--- config.mk ---
export PLATFORM = sky130hd
export DESIGN_NAME = pt_walker
export DESIGN_NICKNAME = d
export VERILOG_FILES = /design/src/rtl/pt_walker.sv
export SDC_FILE = /design/constraint.sdc
export NUM_CORES = 1
export LEC_CHECK = 0
export BUFFER_PORTS_ARGS = -buffer_cell sky130_fd_sc_hd__buf_4
export CORE_ASPECT_RATIO = 0.5
export CORE_MARGIN = 3
export CORE_UTILIZATION = 40
export CTS_CLUSTER_DIAMETER = 30
export DETAILED_ROUTE_END_ITERATION = 8
export PLACE_DENSITY_LB_ADDON = 0.3
export SLEW_MARGIN = 40
export SYNTH_ARGS = -nofsm -noshare
export SYNTH_HDL_FRONTEND = slang
export SYNTH_SLANG_ARGS = --single-unit
export TNS_END_PERCENT = 50
--- constraint.sdc ---
create_clock -name clk -period 2.5 [get_ports clk]
set_input_delay 0.375 -clock clk [delete_from_list [all_inputs] [get_ports clk]]
set_output_delay 0.375 -clock clk [all_outputs]
set_load 0.005 [all_outputs]
--- src/rtl/pt_walker.sv ---
module pt_walker (
  input  logic        clk,
  input  logic        rst_n,
  input  logic        req_valid,
  output logic        req_ready,
  input  logic [31:0] req_vaddr,
  input  logic        req_write,
  input  logic        req_user,
  input  logic [19:0] dir_base,
  output logic        mem_req_valid,
  input  logic        mem_req_ready,
  output logic        mem_req_write,
  output logic [31:0] mem_req_addr,
  output logic [31:0] mem_req_wdata,
  input  logic        mem_rsp_valid,
  input  logic [31:0] mem_rsp_rdata,
  output logic        rsp_valid,
  output logic        rsp_fault,
  output logic [1:0]  rsp_cause,
  output logic [31:0] rsp_paddr,
  output logic [31:0] rsp_vaddr,
  output logic        rsp_write,
  output logic        rsp_user
);
  localparam int B_PRES = 0;
  localparam int B_RW   = 1;
  localparam int B_US   = 2;
  localparam int B_ACC  = 5;
  localparam int B_DIRT = 6;
  localparam int B_SIZE = 7;

  localparam logic [1:0] C_OK   = 2'd0;
  localparam logic [1:0] C_NP   = 2'd1;
  localparam logic [1:0] C_PROT = 2'd2;
  localparam logic [1:0] C_SIZE = 2'd3;

  typedef enum logic [2:0] {S_IDLE, S_RD, S_RWAIT, S_WR, S_WWAIT, S_RESP} st_t;

  st_t         st;
  logic        lvl;
  logic [31:0] va;
  logic        wr, us;
  logic [19:0] base, tbl_base;
  logic        dir_rw, dir_us;
  logic [31:0] ent;
  logic [1:0]  cause;
  logic [31:0] paddr;

  logic [31:0] d;
  logic        perm_bad;
  logic [31:0] upd;

  assign d        = mem_rsp_rdata;
  assign perm_bad = (wr && !(dir_rw && d[B_RW])) || (us && !(dir_us && d[B_US]));
  assign upd      = d | (32'd1 << B_ACC) | ({31'd0, wr} << B_DIRT);

  assign req_ready     = (st == S_IDLE);
  assign mem_req_valid = (st == S_RD) || (st == S_WR);
  assign mem_req_write = (st == S_WR);
  assign mem_req_addr  = lvl ? {tbl_base, va[21:12], 2'b00} : {base, va[31:22], 2'b00};
  assign mem_req_wdata = ent;

  assign rsp_valid = (st == S_RESP);
  assign rsp_cause = cause;
  assign rsp_fault = (cause != C_OK);
  assign rsp_paddr = paddr;
  assign rsp_vaddr = va;
  assign rsp_write = wr;
  assign rsp_user  = us;

  always_ff @(posedge clk) begin
    if (!rst_n) begin
      st       <= S_IDLE;
      lvl      <= 1'b0;
      va       <= '0;
      wr       <= 1'b0;
      us       <= 1'b0;
      base     <= '0;
      tbl_base <= '0;
      dir_rw   <= 1'b0;
      dir_us   <= 1'b0;
      ent      <= '0;
      cause    <= C_OK;
      paddr    <= '0;
    end else begin
      case (st)
        S_IDLE: if (req_valid) begin
          va    <= req_vaddr;
          wr    <= req_write;
          us    <= req_user;
          base  <= dir_base;
          lvl   <= 1'b0;
          cause <= C_OK;
          paddr <= '0;
          st    <= S_RD;
        end
        S_RD: if (mem_req_ready) st <= S_RWAIT;
        S_RWAIT: if (mem_rsp_valid) begin
          if (!lvl) begin
            tbl_base <= d[31:12];
            dir_rw   <= d[B_RW];
            dir_us   <= d[B_US];
            if (!d[B_PRES]) begin
              cause <= C_NP;
              st    <= S_RESP;
            end else if (d[B_SIZE]) begin
              cause <= C_SIZE;
              st    <= S_RESP;
            end else if (!d[B_ACC]) begin
              ent <= d | (32'd1 << B_ACC);
              st  <= S_WR;
            end else begin
              lvl <= 1'b1;
              st  <= S_RD;
            end
          end else begin
            if (!d[B_PRES]) begin
              cause <= C_NP;
              st    <= S_RESP;
            end else if (perm_bad) begin
              cause <= C_PROT;
              st    <= S_RESP;
            end else begin
              paddr <= {d[31:12], va[11:0]};
              if (upd != d) begin
                ent <= upd;
                st  <= S_WR;
              end else begin
                st <= S_RESP;
              end
            end
          end
        end
        S_WR: if (mem_req_ready) st <= S_WWAIT;
        S_WWAIT: if (mem_rsp_valid) begin
          if (!lvl) begin
            lvl <= 1'b1;
            st  <= S_RD;
          end else begin
            st <= S_RESP;
          end
        end
        S_RESP: st <= S_IDLE;
        default: st <= S_IDLE;
      endcase
    end
  end

  p_idle_quiet_r1: assert property (@(posedge clk) disable iff (!rst_n)
    req_ready |-> !mem_req_valid && !rsp_valid);

  p_offset_kept_r2: assert property (@(posedge clk) disable iff (!rst_n)
    rsp_valid && !rsp_fault |-> rsp_paddr[11:0] == rsp_vaddr[11:0]);

  p_wb_marks_r7: assert property (@(posedge clk) disable iff (!rst_n)
    mem_req_valid && mem_req_write |-> mem_req_wdata[B_ACC] && mem_req_wdata[B_PRES]);

  p_hold_req_r8: assert property (@(posedge clk) disable iff (!rst_n)
    mem_req_valid && !mem_req_ready |=> mem_req_valid && $stable(mem_req_addr) && $stable(mem_req_write));

  p_one_out_r8: assert property (@(posedge clk) disable iff (!rst_n)
    mem_req_valid && mem_req_ready |=> !mem_req_valid);

  p_pulse_r9: assert property (@(posedge clk) disable iff (!rst_n)
    rsp_valid |=> !rsp_valid && req_ready);
endmodule

Yosys cells after proc, flatten, opt, wreduce, memory -nomap -nowiden
Cells that the tools add are included.
Widths: inputs -> output; s select.
{ "op_classes": {"add_sub_neg": 0, "mul": 0, "div_mod_pow": 0, "n_lt_le_gt_ge": 0, "n_eq_ne": 20, "shift": 0, "muxes": 44, "bitwise": 2, "reduce_logical": 19} }
{ "ops": {"columns": ["op", "n"], "rows": [
  ["$mux 32", 13],
  ["$pmux 32 s2", 1],
  ["$mux 3", 12],
  ["$ne 32x32->1", 1],
  ["$or 32x7->32", 1],
  ["$ne 2x2->1 const B", 9],
  ["$mux 2", 8],
  ["$pmux 3 s5", 1],
  ["$reduce_and 5->1", 2],
  ["$ne 4x4->1 const B", 2],
  ["$mux 1", 7],
  ["$reduce_and 7->1", 1],
  ["$eq 3x2->1 const B", 2],
  ["$eq 3x3->1 const B", 2],
  ["$ne 2x1->1 const B", 3],
  ["$reduce_and 6->1", 1],
  ["$logic_and 1x1->1", 4],
  ["$pmux 2 s2", 1],
  ["$reduce_and 4->1", 1],
  ["$reduce_bool 2->1", 2],
  ["$eq 3x1->1 const B", 1],
  ["$logic_not 3->1", 1],
  ["$pmux 1 s3", 1],
  ["$reduce_and 3->1", 1],
  ["5 further kinds", 7]
]} }
{ "word_totals": {"ff_bits": 146, "latchBits": 0, "mem_bits_rw": 0, "romBits": 0, "in_bits": 91, "out_inout_bits": 137, "n_memories": 0} }

Longest topological paths before layout
{ "depth": {"ltp_word": 9, "ltp_mapped": 7, "mapped_depth_nobuf": 4} }

Worst setup path before layout
Ideal clock, no wire load.
{ "synth_timing": {"path_type": "register -> output", "from": "register lvl", "to": "output mem_req_addr[12]", "t_arrival_ps": 1232, "required_ps": 2125, "setup_slack_ps": 893, "stages_incl_launch_ff": 4, "n_path_buf": 2, "cell_sequence": "dfxtp_1 -> buf_2 -> clkbuf_1 -> mux2_2"} }
{ "synth_via": {"elab_chain_cells": 1} }
{ "synth_lines": {"columns": ["item", "line", "rtl"], "rows": [
  ["from (decl)", "40", "logic lvl;"],
  ["from (signal assigned)", "74", "lvl <= 1'b0;"],
  ["from (signal assigned)", "92", "lvl <= 1'b0;"],
  ["from (signal assigned)", "113", "lvl <= 1'b1;"],
  ["$mux 32", "60", "assign mem_req_addr = lvl ? {tbl_base, va[21:12], 2'b00} : {base, va[31:22], 2'b00};"],
  ["to (decl)", "13", "output logic [31:0] mem_req_addr,"]
]} }
No other way between the ends.

Worst setup path after layout
{ "layout_timing": {"from": "register lvl", "to": "output mem_req_addr[20]"} }
Same word-level chain as after synthesis.

==> flow_summary_export.csv <==
group,metric,value,unit
logic_synthesis,avgSynthCellArea,8.799,sq um
global_routing,track_usage,18.82,%
timing,rsz0062_at_grt,"no",
cts,cts_sinks,146,
place,place_hpwl,11820,microns
routing,drc,0,
setup_path,worstPathArrival,1750,ps
job,maxCapViolations,0,
place,globalplace.congestion,0.8449,
logic_synthesis,ys_ff_latch,146,
global_routing,overflow,0,
routing,drt.antenna.violating_nets,0,
power,intPower,4.419,mW
finish,fillers,1360,
setup_path,slowest_delay,590,ps
power,p_leak,3.734,nW
power,power_density,668.5,nW/um^2
logic_synthesis,yosys_warnings,0,
cts,clkSlewWorstSetupHoldPaths,60,ps
routing,first_pass_iters,4,
timing,tns,0,ps
die,core_area,14860,sq um
cts,clk_path_buf_depth,2,
die,die_h,94.31,microns
logic_synthesis,yosys-top-cells-area,"dfxtp_1 47%, nand2_1 17%, mux2i_1 10%, a21boi_0 9.4%, mux2_2 5.6%",
place,place_area,8054,sq um
power,p_clk_share,45.6,%
logic_synthesis,syn_inst,709,
timing,finalWorstPathRequiredPeriod,2127,ps
logic_synthesis,seq_area_frac_synth,46.85,%
logic_synthesis,synth_top_area_share,46.85,%
cts,worstSkewPairLatency,410,ps
timing,report.final.slew_viol_count,0,
cts,cts_max_level,4,
routing,wl,16630,microns
routing,wire_per_inst,14.80,microns
die,start_util,41.99,%
power,seqPwrFrac,42.5,%
setup_path,path_cells,"buf_12 -> mux2_2 -> buf_4",
logic_synthesis,synth_largest_area_cell,"dfxtp_1",
timing,skew,12.94,ps
die,row_count,31,
setup_path,cp-end-kind,"output port",
timing,tightest_slew,559.4,ps
finish,drive_gt1_share,33.62,%
routing,drtIter0Drc,251,
die,fp.dieW,182.6,microns
cts,cts_tree,"done",
place,port_buffers,225,
timing,slew_headroom,61.74,%
setup_path,cp.required,2120,ps
cts,cts_hold_buf,0,
die,num_io_pins,228,
global_routing,grt_pass1_vias,5198,
routing,dr_total_vias,5413,
logic_synthesis,synth_cell_types,44,
logic_synthesis,synth_area,6238,sq um
routing,vias_per_cell,4.820,
die,dieArea,17220,sq um
global_routing,grt_pass1_wl,26170,microns
power,sw_frac_of_total,23.78,%
timing,hold_violations,0,
cts,cts_root_buffer,"clkbuf_16",
timing,fmax,0.4700,GHz
finish,nets,1004,
timing,post-route-period-util,85.10,%
worst_hold_path,hold_class,"in -> reg",
power,max-vdd-ir-drop,0.6216,mV
finish,syn2layout_area_growth,39.01,%
setup_path,critPathSlowestCell,"dfxtp_2",
finish,fin_cells,1123,
timing,setup_viol,0,
power,pwr-share-comb,11.9,%
setup_path,critPathKind,"reg -> out",
global_routing,antenna_found_initial,0,
global_routing,grt_max_degree,88,
status,status,"complete, no violations",
cts,cts-buffers-inserted,17,
setup_path,start_kind,"flop",
cts,postCtsSetupBuffers,0,
place,dp_cells,1092,
finish,fin_area,8672,sq um
power,p_switching,1.379,mW
setup_path,worstPathMaxFanout,23,
finish,diodes,0,
cts,post_cts_resized,0,
## sequential cells by signal, summed over array words and instances (netlist names)
signal,count
base,20
rsp_vaddr,32
dir_us,1
lvl,1
rsp_cause,2
tbl_base,20
dir_rw,1
rsp_paddr,32
rsp_write,1
mem_req_wdata,32
rsp_user,1
st,3
## critical path, delay by kind of cell, from the launching register on
| kind | cells | cell delay (ps) |
|---|---|---|
| buffers and inverters | 2 | 390 |
| DFF | 1 | 590 |
| muxes | 1 | 370 |
## cell usage after synthesis (all sizes together)
cell type and count:
a2111oi 2, a21boi 78, a21o 1, a21oi 5, a22oi 1, a2bb2oi 1, a32oi 1, and2 4
and3 3, and4 1, buf 21, clkbuf 35, conb 1, dfxtp 146, inv 3, mux2 31
mux2i 64, nand2 279, nand2b 2, nand3 3, nor2 3, nor2b 3, nor3 3, nor3b 2
nor4 1, nor4bb 1, o21a 4, o21ai 1, o221a 1, o22ai 1, o311a 1, o31ai 1
o32ai 1, o41a 1, o41ai 1, or2 1, or4b 1
## cell type report
class / count / area [sq um] / share of cell area (%)
clock buffers: 20 / 466.7 / 5.382
inverters: 3 / 11.26 / 0.1299
well taps: 198 / 247.7 / 2.857
multi-input cells: 505 / 3019 / 34.81
flip-flops and latches: 146 / 2924 / 33.72
repair buffers: 240 / 1852 / 21.35
clock inverters: 11 / 151.4 / 1.746
## metal layers
layer  global-route usage [%]  share of wire [%]  up-vias
li1                         -                  -     2748
met1                    24.18                 45     2533
met2                    31.51                 48      121
met3                    4.563                5.7       11
met4                    6.016               0.89        0
met5                        0                  0        -
## logic make-up after synthesis
kind of cell    after synthesis  synth area share, %
compound gates              101                12.46
other cells                   1              0.06011
buf+inv                      59                5.054
flops                       146                46.85
mux                          95                15.86
simple gates                307                19.72
## power by group through the flow
stage	sequential, mW	combinational, mW	clock [mW]
floorplan	2.50	0.345	0
global placement	2.51	0.686	0
detailed placement	2.52	0.697	0
CTS	2.46	0.699	2.71
global route	2.47	0.757	2.82
finish	2.46	0.690	2.64
## placed cells by master, fill, tap and decap left out, types with 3 or more instances in the layout
master,synthesis,routed
and2_1,4,4
buf_4,5,236
nor2b_1,3,3
nor2_1,3,3
inv_1,3,3
inv_6,0,3
nand3_1,3,3
nand2_1,279,279
a21oi_1,3,3
bufinv_16,0,3
and3_1,3,3
mux2_2,31,31
clkbuf_8,0,3
clkbuf_16,0,17
clkinvlp_4,0,4
a21boi_0,78,78
dfxtp_1,146,145
buf_12,3,4
o21a_1,4,4
mux2i_1,64,64
## final timing paths
kind / from / end / slack (ps) / cells past startpoint
min: req_vaddr[8] / rsp_vaddr[8]$_SDFFE_PN0P_ / 220 / 3
min reg2reg: rsp_paddr[1]$_SDFFE_PN0P_ / rsp_paddr[1]$_SDFFE_PN0P_ / 460 / 2
max: lvl$_SDFFE_PN0P_ / mem_req_addr[20] / 370 / 3
max reg2reg: st[1]$_SDFFE_PN0P_ / rsp_user$_SDFFE_PN0P_ / 550 / 4
## through the flow
stage	total power, mW	utilization (%)	hold WS [ps]	setup WS (ps)
2_1_floorplan	2.850	-	440.0	893.3
3_3_place_gp	3.199	54.22	442.8	610.2
3_5_place_dp	3.212	54.22	449.2	550.2
4_1_cts	5.869	58.38	205.1	335.0
5_1_grt	6.049	58.38	209.3	295.1
6_report	5.798	58.38	220.3	372.5
Note: power is estimated with default switching activity, not from simulation.
